==> src/rtl/segg_pkg.sv <==
package segg_pkg;
    localparam int ADDR_W    = 15;
    localparam int LEN_W     = 16;
    localparam int N_APPS    = 8;
    localparam int APP_W     = $clog2(N_APPS);
    localparam int STK_DEPTH = 4;
    localparam int SIZE_W    = 2;
    localparam int KIND_W    = 3;

    typedef logic [ADDR_W-1:0] addr_t;
    typedef logic [LEN_W-1:0]  len_t;
    typedef logic [APP_W-1:0]  app_t;

    typedef struct packed {
        addr_t base;
        len_t  len;
    } seg_t;

    typedef enum logic [KIND_W-1:0] {
        FK_FETCH = 3'd0,
        FK_LOAD  = 3'd1,
        FK_STORE = 3'd2,
        FK_CALL  = 3'd3,
        FK_OVF   = 3'd4,
        FK_UNDER = 3'd5
    } fkind_e;

    localparam logic [1:0] ACC_FETCH = 2'b00;
    localparam logic [1:0] ACC_LOAD  = 2'b01;
endpackage

==> src/rtl/segg_bounds.sv <==
module segg_bounds #(
    parameter int AW = 15,
    parameter int LW = 16,
    parameter int SW = 2
) (
    input  logic [AW-1:0] base,
    input  logic [LW-1:0] len,
    input  logic [AW-1:0] addr,
    input  logic [SW-1:0] size_code,
    output logic          in_bounds
);
    localparam int EW = ((AW > LW) ? AW : LW) + 2 + (1 << SW);

    logic [EW-1:0] lo;
    logic [EW-1:0] hi;
    logic [EW-1:0] lim;

    always_comb begin
        lo        = EW'(addr);
        hi        = lo + (EW'(1) << size_code);
        lim       = EW'(base) + EW'(len);
        in_bounds = (len != '0) && (lo >= EW'(base)) && (hi <= lim);
    end

    // an empty window never grants
    always_comb begin
        if (len == '0) begin
            a_r3_empty_denies: assert (!in_bounds);
        end
    end
endmodule

==> src/rtl/segg_stack.sv <==
module segg_stack #(
    parameter int DEPTH = 4,
    parameter int W     = 3
) (
    input  logic         clk,
    input  logic         rst_n,
    input  logic         flush,
    input  logic         push,
    input  logic         pop,
    input  logic [W-1:0] push_val,
    output logic [W-1:0] top_val,
    output logic         full,
    output logic         empty
);
    localparam int CW = $clog2(DEPTH + 1);

    typedef struct packed {
        logic [DEPTH-1:0][W-1:0] ent;
        logic [CW-1:0]           cnt;
    } stk_t;

    stk_t stk_q, stk_d;

    always_comb begin
        stk_d   = stk_q;
        top_val = '0;
        for (int i = 0; i < DEPTH; i++) begin
            if (CW'(i + 1) == stk_q.cnt) top_val = stk_q.ent[i];
        end
        if (flush) begin
            stk_d.cnt = '0;
        end else if (push) begin
            for (int i = 0; i < DEPTH; i++) begin
                if (CW'(i) == stk_q.cnt) stk_d.ent[i] = push_val;
            end
            stk_d.cnt = stk_q.cnt + 1'b1;
        end else if (pop) begin
            stk_d.cnt = stk_q.cnt - 1'b1;
        end
    end

    always_ff @(posedge clk) begin
        if (!rst_n) stk_q <= '0;
        else        stk_q <= stk_d;
    end

    assign full  = (stk_q.cnt == CW'(DEPTH));
    assign empty = (stk_q.cnt == '0);

    // never push onto a full stack, count stays in range
    a_r8_push_not_full: assert property (@(posedge clk) disable iff (!rst_n)
        (push && !flush) |-> !full);
    a_r8_no_overflow: assert property (@(posedge clk) disable iff (!rst_n)
        stk_q.cnt <= CW'(DEPTH));
    // never pop an empty stack
    a_r9_pop_not_empty: assert property (@(posedge clk) disable iff (!rst_n)
        (pop && !flush && !push) |-> !empty);
endmodule

==> src/rtl/segg_top.sv <==
module segg_top
    import segg_pkg::*;
(
    input  logic              clk,
    input  logic              rst_n,
    input  logic              seg_we,
    input  logic              seg_is_data,
    input  logic [APP_W-1:0]  seg_app,
    input  logic [ADDR_W-1:0] seg_base,
    input  logic [LEN_W-1:0]  seg_len,
    input  logic              perm_we,
    input  logic [APP_W-1:0]  perm_app,
    input  logic [N_APPS-1:0] perm_row,
    input  logic              dispatch_valid,
    input  logic [APP_W-1:0]  dispatch_app,
    input  logic              acc_valid,
    input  logic [1:0]        acc_type,
    input  logic [ADDR_W-1:0] acc_addr,
    input  logic [SIZE_W-1:0] acc_size,
    output logic              acc_ok,
    input  logic              call_valid,
    input  logic [APP_W-1:0]  call_app,
    output logic              call_ok,
    input  logic              ret_valid,
    output logic              ret_ok,
    input  logic              exc_clear,
    output logic [APP_W-1:0]  cur_app,
    output logic              fault,
    output logic [KIND_W-1:0] fault_kind,
    output logic [ADDR_W-1:0] fault_addr,
    output logic [APP_W-1:0]  fault_app
);
    typedef struct packed {
        seg_t [N_APPS-1:0]              itab;
        seg_t [N_APPS-1:0]              dtab;
        logic [N_APPS-1:0][N_APPS-1:0]  perm;
        seg_t                           iact;
        seg_t                           dact;
        app_t                           cur;
        logic                           flt;
        fkind_e                         kind;
        addr_t                          faddr;
        app_t                           fapp;
    } st_t;

    st_t  st_q, st_d;

    seg_t chk_seg;
    logic in_bounds;
    logic acc_go, acc_viol, cmd_open, call_perm;
    logic call_den, call_ovf, ret_und;
    logic stk_full, stk_empty, stk_push, stk_pop;
    app_t stk_top;

    assign chk_seg = (acc_type == ACC_FETCH) ? st_q.iact : st_q.dact;

    segg_bounds #(.AW(ADDR_W), .LW(LEN_W), .SW(SIZE_W)) u_bounds (
        .base      (chk_seg.base),
        .len       (chk_seg.len),
        .addr      (acc_addr),
        .size_code (acc_size),
        .in_bounds (in_bounds)
    );

    segg_stack #(.DEPTH(STK_DEPTH), .W(APP_W)) u_stack (
        .clk      (clk),
        .rst_n    (rst_n),
        .flush    (dispatch_valid),
        .push     (stk_push),
        .pop      (stk_pop),
        .push_val (st_q.cur),
        .top_val  (stk_top),
        .full     (stk_full),
        .empty    (stk_empty)
    );

    always_comb begin
        acc_go    = acc_valid && !st_q.flt;
        acc_viol  = acc_go && !in_bounds;
        acc_ok    = acc_go && in_bounds;
        cmd_open  = !st_q.flt && !acc_viol && !dispatch_valid;
        call_perm = st_q.perm[st_q.cur][call_app];
        call_ok   = call_valid && cmd_open && call_perm && !stk_full;
        call_den  = call_valid && cmd_open && !call_perm;
        call_ovf  = call_valid && cmd_open && call_perm && stk_full;
        ret_ok    = ret_valid && !call_valid && cmd_open && !stk_empty;
        ret_und   = ret_valid && !call_valid && cmd_open && stk_empty;
        stk_push  = call_ok;
        stk_pop   = ret_ok;

        st_d = st_q;

        // active slot switching
        if (dispatch_valid) begin
            st_d.cur  = dispatch_app;
            st_d.iact = st_q.itab[dispatch_app];
            st_d.dact = st_q.dtab[dispatch_app];
        end else if (call_ok) begin
            st_d.cur  = call_app;
            st_d.iact = st_q.itab[call_app];
            st_d.dact = st_q.dtab[call_app];
        end else if (ret_ok) begin
            st_d.cur  = stk_top;
            st_d.iact = st_q.itab[stk_top];
            st_d.dact = st_q.dtab[stk_top];
        end

        // violation capture
        if (acc_viol) begin
            st_d.flt   = 1'b1;
            st_d.faddr = acc_addr;
            st_d.fapp  = st_q.cur;
            if (acc_type == ACC_FETCH)     st_d.kind = FK_FETCH;
            else if (acc_type == ACC_LOAD) st_d.kind = FK_LOAD;
            else                           st_d.kind = FK_STORE;
        end else if (call_den || call_ovf) begin
            st_d.flt   = 1'b1;
            st_d.faddr = ADDR_W'(call_app);
            st_d.fapp  = st_q.cur;
            st_d.kind  = call_den ? FK_CALL : FK_OVF;
        end else if (ret_und) begin
            st_d.flt   = 1'b1;
            st_d.faddr = '0;
            st_d.fapp  = st_q.cur;
            st_d.kind  = FK_UNDER;
        end else if (st_q.flt && exc_clear) begin
            st_d.flt = 1'b0;
        end

        // privileged table writes
        if (seg_we) begin
            if (seg_is_data) begin
                st_d.dtab[seg_app].base = seg_base;
                st_d.dtab[seg_app].len  = seg_len;
            end else begin
                st_d.itab[seg_app].base = seg_base;
                st_d.itab[seg_app].len  = seg_len;
            end
        end
        if (perm_we) st_d.perm[perm_app] = perm_row;
    end

    always_ff @(posedge clk) begin
        if (!rst_n) st_q <= '0;
        else        st_q <= st_d;
    end

    assign cur_app    = st_q.cur;
    assign fault      = st_q.flt;
    assign fault_kind = st_q.kind;
    assign fault_addr = st_q.faddr;
    assign fault_app  = st_q.fapp;

    // nothing is granted while a fault is pending
    a_r5_suppress: assert property (@(posedge clk) disable iff (!rst_n)
        fault |-> (!acc_ok && !call_ok && !ret_ok));
    // a fault persists until cleared
    a_r5_fault_holds: assert property (@(posedge clk) disable iff (!rst_n)
        (fault && !exc_clear) |=> fault);
    // dispatch selects the active slot
    a_r6_dispatch_loads: assert property (@(posedge clk) disable iff (!rst_n)
        dispatch_valid |=> (cur_app == $past(dispatch_app)));
    // a refused call leaves the active slot alone
    a_r7_denied_stays: assert property (@(posedge clk) disable iff (!rst_n)
        (call_valid && !call_ok && !dispatch_valid) |=> (cur_app == $past(cur_app)));
    // a fault only rises after a request
    a_r4_fault_cause: assert property (@(posedge clk) disable iff (!rst_n)
        $rose(fault) |-> $past(acc_valid || call_valid || ret_valid));
    // a grant needs a request
    a_r2_grant_needs_req: assert property (@(posedge clk) disable iff (!rst_n)
        acc_ok |-> acc_valid);
    // only one switch kind per cycle
    a_r11_one_switch: assert property (@(posedge clk) disable iff (!rst_n)
        $countones({call_ok, ret_ok, dispatch_valid && call_valid}) <= 1);
endmodule

==> config.mk <==
export PLATFORM = sky130hd
export DESIGN_NAME = segg_top
export DESIGN_NICKNAME = d
export VERILOG_FILES = /design/src/rtl/segg_pkg.sv /design/src/rtl/segg_bounds.sv /design/src/rtl/segg_stack.sv /design/src/rtl/segg_top.sv
export SDC_FILE = /design/constraint.sdc
export NUM_CORES = 2
export LEC_CHECK = 0
export ABC_AREA = 1
export BUFFER_PORTS_ARGS = -buffer_cell sky130_fd_sc_hd__buf_2
export CAP_MARGIN = 10
export CORE_UTILIZATION = 50
export DETAILED_ROUTE_END_ITERATION = 8
export PLACE_DENSITY_LB_ADDON = 0.05
export SLEW_MARGIN = 10
export SYNTH_ARGS = -nofsm -noshare
export SYNTH_HDL_FRONTEND = slang
export SYNTH_SLANG_ARGS = --single-unit
==> constraint.sdc <==
create_clock -name clk -period 11.12 [get_ports clk]
set_input_delay 2.224 -clock clk [delete_from_list [all_inputs] [get_ports clk]]
set_output_delay 2.224 -clock clk [all_outputs]
set_load 0.005 [all_outputs]
Yosys cells after proc, flatten, opt, wreduce, memory -nomap -nowiden
Cells that the tools add are included.
- muxes and demuxes: 45
- $add $sub $neg: 4
- reductions and logical operators: 42
- shift-type cells: 1
- $lt $le $gt $ge: 10
- equal/unequal tests: 6
- bitwise logic cells: 3
- operators by type and width (kind ; count):
    248-bit bitwise mux ; 4
    31-bit binary-select mux with 3-bit select ; 6
    31-bit 2-to-1 mux ; 8
    65-bit 2-to-1 mux ; 3
    31-bit demux with 3-bit select ; 2
    64-bit bitwise mux ; 1
    22-bit 2-to-1 mux ; 2
    8-bit binary-select mux with 3-bit select ; 1
    8-bit demux with 3-bit select ; 1
    3-bit by 4-bit < comparator with 1-bit output (second input constant) ; 6
    15-bit by 22-bit adder with 22-bit output ; 1
    22-bit less-or-equal comparator ; 1
    1-bit by 2-bit left shift with 22-bit output (first input constant) ; 1
    21-bit 2-to-1 mux ; 1
    3-bit 2-to-1 mux ; 7
    1-bit logical AND ; 19
    15-bit by 16-bit adder with 17-bit output ; 1
    16-bit 2-to-1 mux ; 1
    8-bit 2-to-1 mux ; 2
    16-bit nonzero test ; 1
    15-bit >= comparator ; 1
    3-bit AND reduction ; 4
    1-bit logical NOT ; 8
    2-bit by 3-bit equality test with 1-bit output (first input constant) ; 2
    other kinds (19) ; 27
- output and inout port bits: 28
- input port bits: 80
- flip-flop bits (word level): 662
- word-level logic and storage cells: 165

Depth between registers and ports, before layout
- word-level depth: 16
- depth in mapped cells: 36
- gate-level depth less buffers: 31

Modules after synthesis
From an unflattened synthesis, not the netlist that was laid out.
- cells, all modules: 6488
- area total of the unflattened synthesis: 40366.2 µm²
- modules (own cells, without submodules) (module ; area an instance (µm²) ; seq. area each (µm²) ; instances ; cells each):
    segg_top ; 37370.8 ; 12952.4 ; 1 ; 5995
    segg_bounds ; 2082.0 ; 0.0 ; 1 ; 351
    segg_stack ; 913.4 ; 300.3 ; 1 ; 142

Worst setup path after synthesis
No wires, ideal clock.
- path type: input port to output port
- start point: input acc_type[0]
- end point: output call_ok
- slack: 3.026 ns
- buffers on the path: 5
- arrival time: 5.870 ns
- cell stages on the path: 26
- data required time: 8.896 ns
- cell sequence: nor2_4 -> buf_6 -> buf_2 -> clkbuf_1 -> o21ai_0 -> ha_1 -> a21oi_1 -> o21ai_0 -> nand3_1 -> o2111ai_1 -> nand3_1 -> nand2_1 -> xnor2_1 -> ha_1 -> nand2_1 -> nor3_1 -> nand3_1 -> nand3_1 -> a21oi_1 -> nand2_1 -> nand2_2 -> nand2_4 -> nand4_4 -> nor2_4 -> buf_4 -> buf_4
- longest elaborated chain between the ends: 13
- elaborated cells between the ends (all ways): 16
- classes of those cells: 1 x add/sub; 2 x order compare; 1 x mux; 12 x reduce/logical
- ends and longest elaborated chain (element ; line ; RTL):
    start, declared ; segg_top.sv:17 ; input logic [1:0] acc_type,
    2-bit logical NOT * ; segg_top.sv:55 ; assign chk_seg = (acc_type == ACC_FETCH) ? st_q.iact : st_q.dact;
    31-bit 2-to-1 mux * ; segg_top.sv:55 ;
    15-bit by 16-bit adder with 17-bit output (tied with other cells) ; segg_bounds.sv:21 ; lim = EW'(base) + EW'(len);
    22-bit less-or-equal comparator / 1-bit logical AND (equally long branches) ; segg_bounds.sv:22 ; in_bounds = (len != '0) && (lo >= EW'(base)) && (hi <= lim);
    1-bit logical AND * ; segg_bounds.sv:22 ;
    1-bit logical NOT * ; segg_top.sv:79 ; acc_viol = acc_go && !in_bounds;
    1-bit logical AND * ; segg_top.sv:79 ;
    1-bit logical NOT * ; segg_top.sv:81 ; cmd_open = !st_q.flt && !acc_viol && !dispatch_valid;
    1-bit logical AND * (2 in series) ; segg_top.sv:81 ;
    1-bit logical AND * (3 in series) ; segg_top.sv:83 ; call_ok = call_valid && cmd_open && call_perm && !stk_full;
    end, declared ; segg_top.sv:23 ; output logic call_ok,
Every way passes the cells marked *; elsewhere a longest branch is shown, timed or not.

Worst setup path in the final report
- start point: input acc_type[0]
- end point: output ret_ok
- longest elaborated chain between the ends: 12
- elaborated cells between the ends (all ways): 15
- classes of those cells: 1 x add/sub; 2 x order compare; 1 x mux; 11 x reduce/logical
- ends and longest elaborated chain (element ; line ; RTL):
    2-bit logical NOT * ; segg_top.sv:55 ;
    31-bit 2-to-1 mux * ; segg_top.sv:55 ;
    15-bit by 16-bit adder with 17-bit output (tied with other cells) ; segg_bounds.sv:21 ;
    22-bit less-or-equal comparator / 1-bit logical AND (equally long branches) ; segg_bounds.sv:22 ;
    1-bit logical AND * ; segg_bounds.sv:22 ;
    1-bit logical NOT * ; segg_top.sv:79 ;
    1-bit logical AND * ; segg_top.sv:79 ;
    1-bit logical NOT * ; segg_top.sv:81 ;
    1-bit logical AND * (2 in series) ; segg_top.sv:81 ;
    1-bit logical AND * (2 in series) ; segg_top.sv:86 ; ret_ok = ret_valid && !call_valid && cmd_open && !stk_empty;
    end, declared ; segg_top.sv:25 ; output logic ret_ok,
Marked as above.

==> summary by stage <==
Critical path
The first element of the critical path is acc_type[0]. The critical path startpoint category is an input pin. By startpoint and endpoint, the worst setup path is classified as input pin to primary output. The data required time of the worst path is 8.90 ns. The critical path arrival is 6.96 ns. The origin of the critical flop-to-flop path is st_q[57]$_SDFFE_PN0P_.

The endpoint type of the worst setup path is a primary output. The biggest fanout along the worst timing path is 57.

Power and ir drop
In this run the power density over the cells is 141 nW/um2. The static leakage power is 16.2 nW. The largest voltage drop on the vdd net is 0.110 mV.

Route
The detailed-router iteration count before antenna repair is 5. The uppermost signal routing layer after detailed routing is met5. The number of remaining DRC errors is 0.

The final route contains roughly 43k vias. Once detail routing completed, the nets flagged for antenna violations numbered 0. The routed design uses about 16,000 um of met3 wire. The met2 layer wire length in the routed design is 67,500 um. After detailed routing, the average wire length per cell comes to around 22 um. The detailed router put a total of 68,300 um of wire on met1.

After detailed routing, the total wire length is 157,000 um. Using the TritonRoute via totals, the vias-per-cell ratio works out to 6.05. The detailed router finished its first iteration with 5,178 violations.

Logic synthesis
The most frequently used flop master after synthesis is sky130_fd_sc_hd__dfxtp_1. In this run the mean area of a mapped cell was 6.31 um2. Sequential elements use 33.0% of the synthesized area. The biggest area consumer among synthesized cells is sky130_fd_sc_hd__dfxtp_1. Sorting the synthesized cells by area gives the leading types as sky130_fd_sc_hd__dfxtp_1 33%, sky130_fd_sc_hd__o21ai_0 17%, sky130_fd_sc_hd__a21oi_1 11%. After synthesis, the netlist uses 45 different library cells. Yosys mapped a number of flops with a built-in enable equal to 0. The net count after synthesis is around 6.5k. In the synthesized netlist, the number of instances is 6,362. In the synthesized netlist the async set-or-reset flop fraction comes to 0%. The area share of the largest cell type after synthesis is 33.0%. During synthesis, Yosys emitted a total of 0 warnings. Summing every instance area after synthesis gives 40,200 um2. The post-synthesis sequential element count is 662.

Die
The starting density of the core is 50.7%. The floorplan has 103 rows. Measured along the y axis, the die boundary spans ~290 um.

During I/O placement, the number of pins put on the boundary was 108. Measured along the x axis, the die boundary spans 285 um. The die covers 81,500 um2. The core footprint is 79,300 um2.

GRT
The first-pass GRT wire length is 237,000 um. Global routing finished with a remaining overflow of 0. The pin count of the biggest net entering global routing is 156. In the global route stage, overall resource usage came out at 37.1%.

The initial antenna violation count is 9. The number of global-route vias before repair is 38.1k.

CTS
The count of instances resized after the clock tree is built is 0. For this design, the CTS-stage hold fixing added 0 buffers. The clock-pin transition on the worst setup and hold timing paths is 0.06 ns. After clock tree synthesis, the setup repair step added 0 buffers. The clock tree from TritonCTS is built. The maximum level of the CTS H-tree is 3. The buffer cell driving the clock tree root is sky130_fd_sc_hd__clkbuf_16. The clock passes through at most 3 buffers. The total clock sinks is ~660. For the worst-skew pair, the clock arrives at the later sink with an insertion delay of 0.64 ns. Clock tree synthesis inserted a total of a little under 80 buffers.

Final layout
The post-route cell area is 42,900 um2. In the layout the commonest cells are 1,358 x sky130_fd_sc_hd__o21ai_0, 922 x sky130_fd_sc_hd__nor2_1, 918 x sky130_fd_sc_hd__a21oi_1. In the final layout, the multi-input gates occupy 22,100 um2.

Fill cells in the final layout number 8,133. The fraction of final layout cells with drive strength greater than 1 is 5.74%. The library cell used most frequently in the layout, excluding fill and tap cells, is sky130_fd_sc_hd__o21ai_0. Relative to the synthesized area, the layout overhead comes to 6.75%. Across the whole layout, storage elements account for 13,300 um2. The final layout contains 6,173 nets.

The post-layout instance count excluding filler cells is approximately 7k. Measured on the finished design, the core utilization comes to ~54%.

Timing
Static timing analysis puts the maximum clock frequency at between 100 and 150 MHz. For the pin with the worst max-slew slack, the measured transition is 1.32 ns. The worst path in the final design needs a cycle of around 9.2 ns, including I/O delays and setup. The number of pins exceeding their max-slew limit in the final report came to 0. Setup repair after global routing left no endpoint under its margin. Setup violations remaining at the end of the flow were counted as 0.

The worst-case clock skew is 0.0315 ns. The number of hold violations in the final report is 0. After layout, the worst path uses 82.6% of the clock period. The normalized max-slew margin is roughly an eighth. The final setup TNS is 0 ns.

Hold path
The worst hold path startpoint is st_q[87]$_SDFFE_PN0P_. The class of the worst hold path is flip-flop to flip-flop.

Placed design
The instance area after placement is 40,300 um2. The final weighted congestion in routability-driven placement is 0.939. The final HPWL from detailed placement is 84,300 um. In this run, placement finished with an instance count of 7,007. In this run the tool buffered the top-level ports with 107 buffer cells.

Status
The run finished with clean final reports.

Job
The count of maximum capacitance violations is 0.
[cells by family after synthesis]
group                    synth area share [%]
AO/OA/AOI/OAI                            36.2
AND/OR/NAND/NOR                          16.4
buffers and inverters                    12.0
flip-flops                               33.0
adder cells (fa/ha/maj)                  1.78
XOR/XNOR                                0.611
[synth_stat cells, types with 61 or more instances]
cell type and n:
sky130_fd_sc_hd__a21oi_1 918, sky130_fd_sc_hd__dfxtp_1 662, sky130_fd_sc_hd__o21bai_1 65, sky130_fd_sc_hd__a31oi_1 61
sky130_fd_sc_hd__nor2_1 926, sky130_fd_sc_hd__inv_1 635, sky130_fd_sc_hd__o21ai_0 1358, sky130_fd_sc_hd__nor3_1 77
sky130_fd_sc_hd__o211ai_1 183, sky130_fd_sc_hd__clkbuf_1 482, sky130_fd_sc_hd__a211oi_1 90, sky130_fd_sc_hd__nand2_1 599
[registers in the layout, summed over array words and instances, names as in the netlist]
register and cells:
cur_app 3, fault_kind 3, fault 1, st_q 622, u_stack.stk_q 15, fault_addr 15, fault_app 3
[power breakdown]
group / internal [mW] / total (mW) / switching (mW) / leakage, nW
Combinational: 0.270 / 0.932 / 0.662 / 9.51
Sequential: 2.45 / 2.51 / 0.0615 / 5.37
Clock: 1.53 / 2.61 / 1.08 / 1.27
[routing by layer]
layer | vias up | track usage, %
li1 | 20700 | -
met1 | 20100 | 52.5
met2 | 2219 | 57.0
met3 | 350 | 5.99
met4 | 6 | 12.9
met5 | - | 0
[worst paths after layout]
| kind | end | slack [ns] | depth (start not counted) |
|---|---|---|---|
| worst max-delay path | ret_ok | 1.94 | 23 |
| worst min-delay path | st_q[87]$_SDFFE_PN0P_ | 0.45 | 2 |
| worst max register to register | st_q[67]$_SDFFE_PN0P_ | 5.29 | 29 |
| worst min register to register | st_q[87]$_SDFFE_PN0P_ | 0.45 | 2 |
[metrics by stage]
stage                     total power [mW]  setup slack, ns  hold WS (ns)
after floorplan                       3.19             3.03         0.424
after global placement                3.46             2.15         0.435
after detailed placement              3.47             2.01         0.441
after CTS                             6.05             2.01         0.450
after global routing                  6.27             1.38         0.476
final                                 6.05             1.94         0.449
[worst max-delay path, cell delays in order]
cell                        delay (ns)
sky130_fd_sc_hd__buf_2            0.21
sky130_fd_sc_hd__nor2_4           0.89
sky130_fd_sc_hd__o21ai_0          0.37
sky130_fd_sc_hd__ha_1             0.38
sky130_fd_sc_hd__a21oi_1          0.06
sky130_fd_sc_hd__o21ai_0          0.45
sky130_fd_sc_hd__nand3_1          0.14
sky130_fd_sc_hd__o2111ai_1        0.20
sky130_fd_sc_hd__nand3_1          0.16
sky130_fd_sc_hd__nand2_1          0.10
sky130_fd_sc_hd__xnor2_1          0.07
sky130_fd_sc_hd__ha_1             0.30
sky130_fd_sc_hd__nand2_1          0.08
sky130_fd_sc_hd__nor3_1           0.27
sky130_fd_sc_hd__nand3_1          0.11
sky130_fd_sc_hd__nand3_1          0.09
sky130_fd_sc_hd__a21oi_1          0.04
sky130_fd_sc_hd__nand2_1          0.08
sky130_fd_sc_hd__nand2_2          0.10
sky130_fd_sc_hd__nand2_4          0.13
sky130_fd_sc_hd__nand4_2          0.18
sky130_fd_sc_hd__inv_2            0.14
sky130_fd_sc_hd__buf_2            0.14
[cell type report]
class	count	share of cell area [%]
inverter	654	5.81
multi-input combinational	4472	51.7
antenna	9	0.0525
clock buffer	116	5.46
clock inverter	24	0.537
tap	1050	3.06
sequential	662	30.9
timing repair buffer	169	2.52
Note: power is estimated with default switching activity, not from simulation.
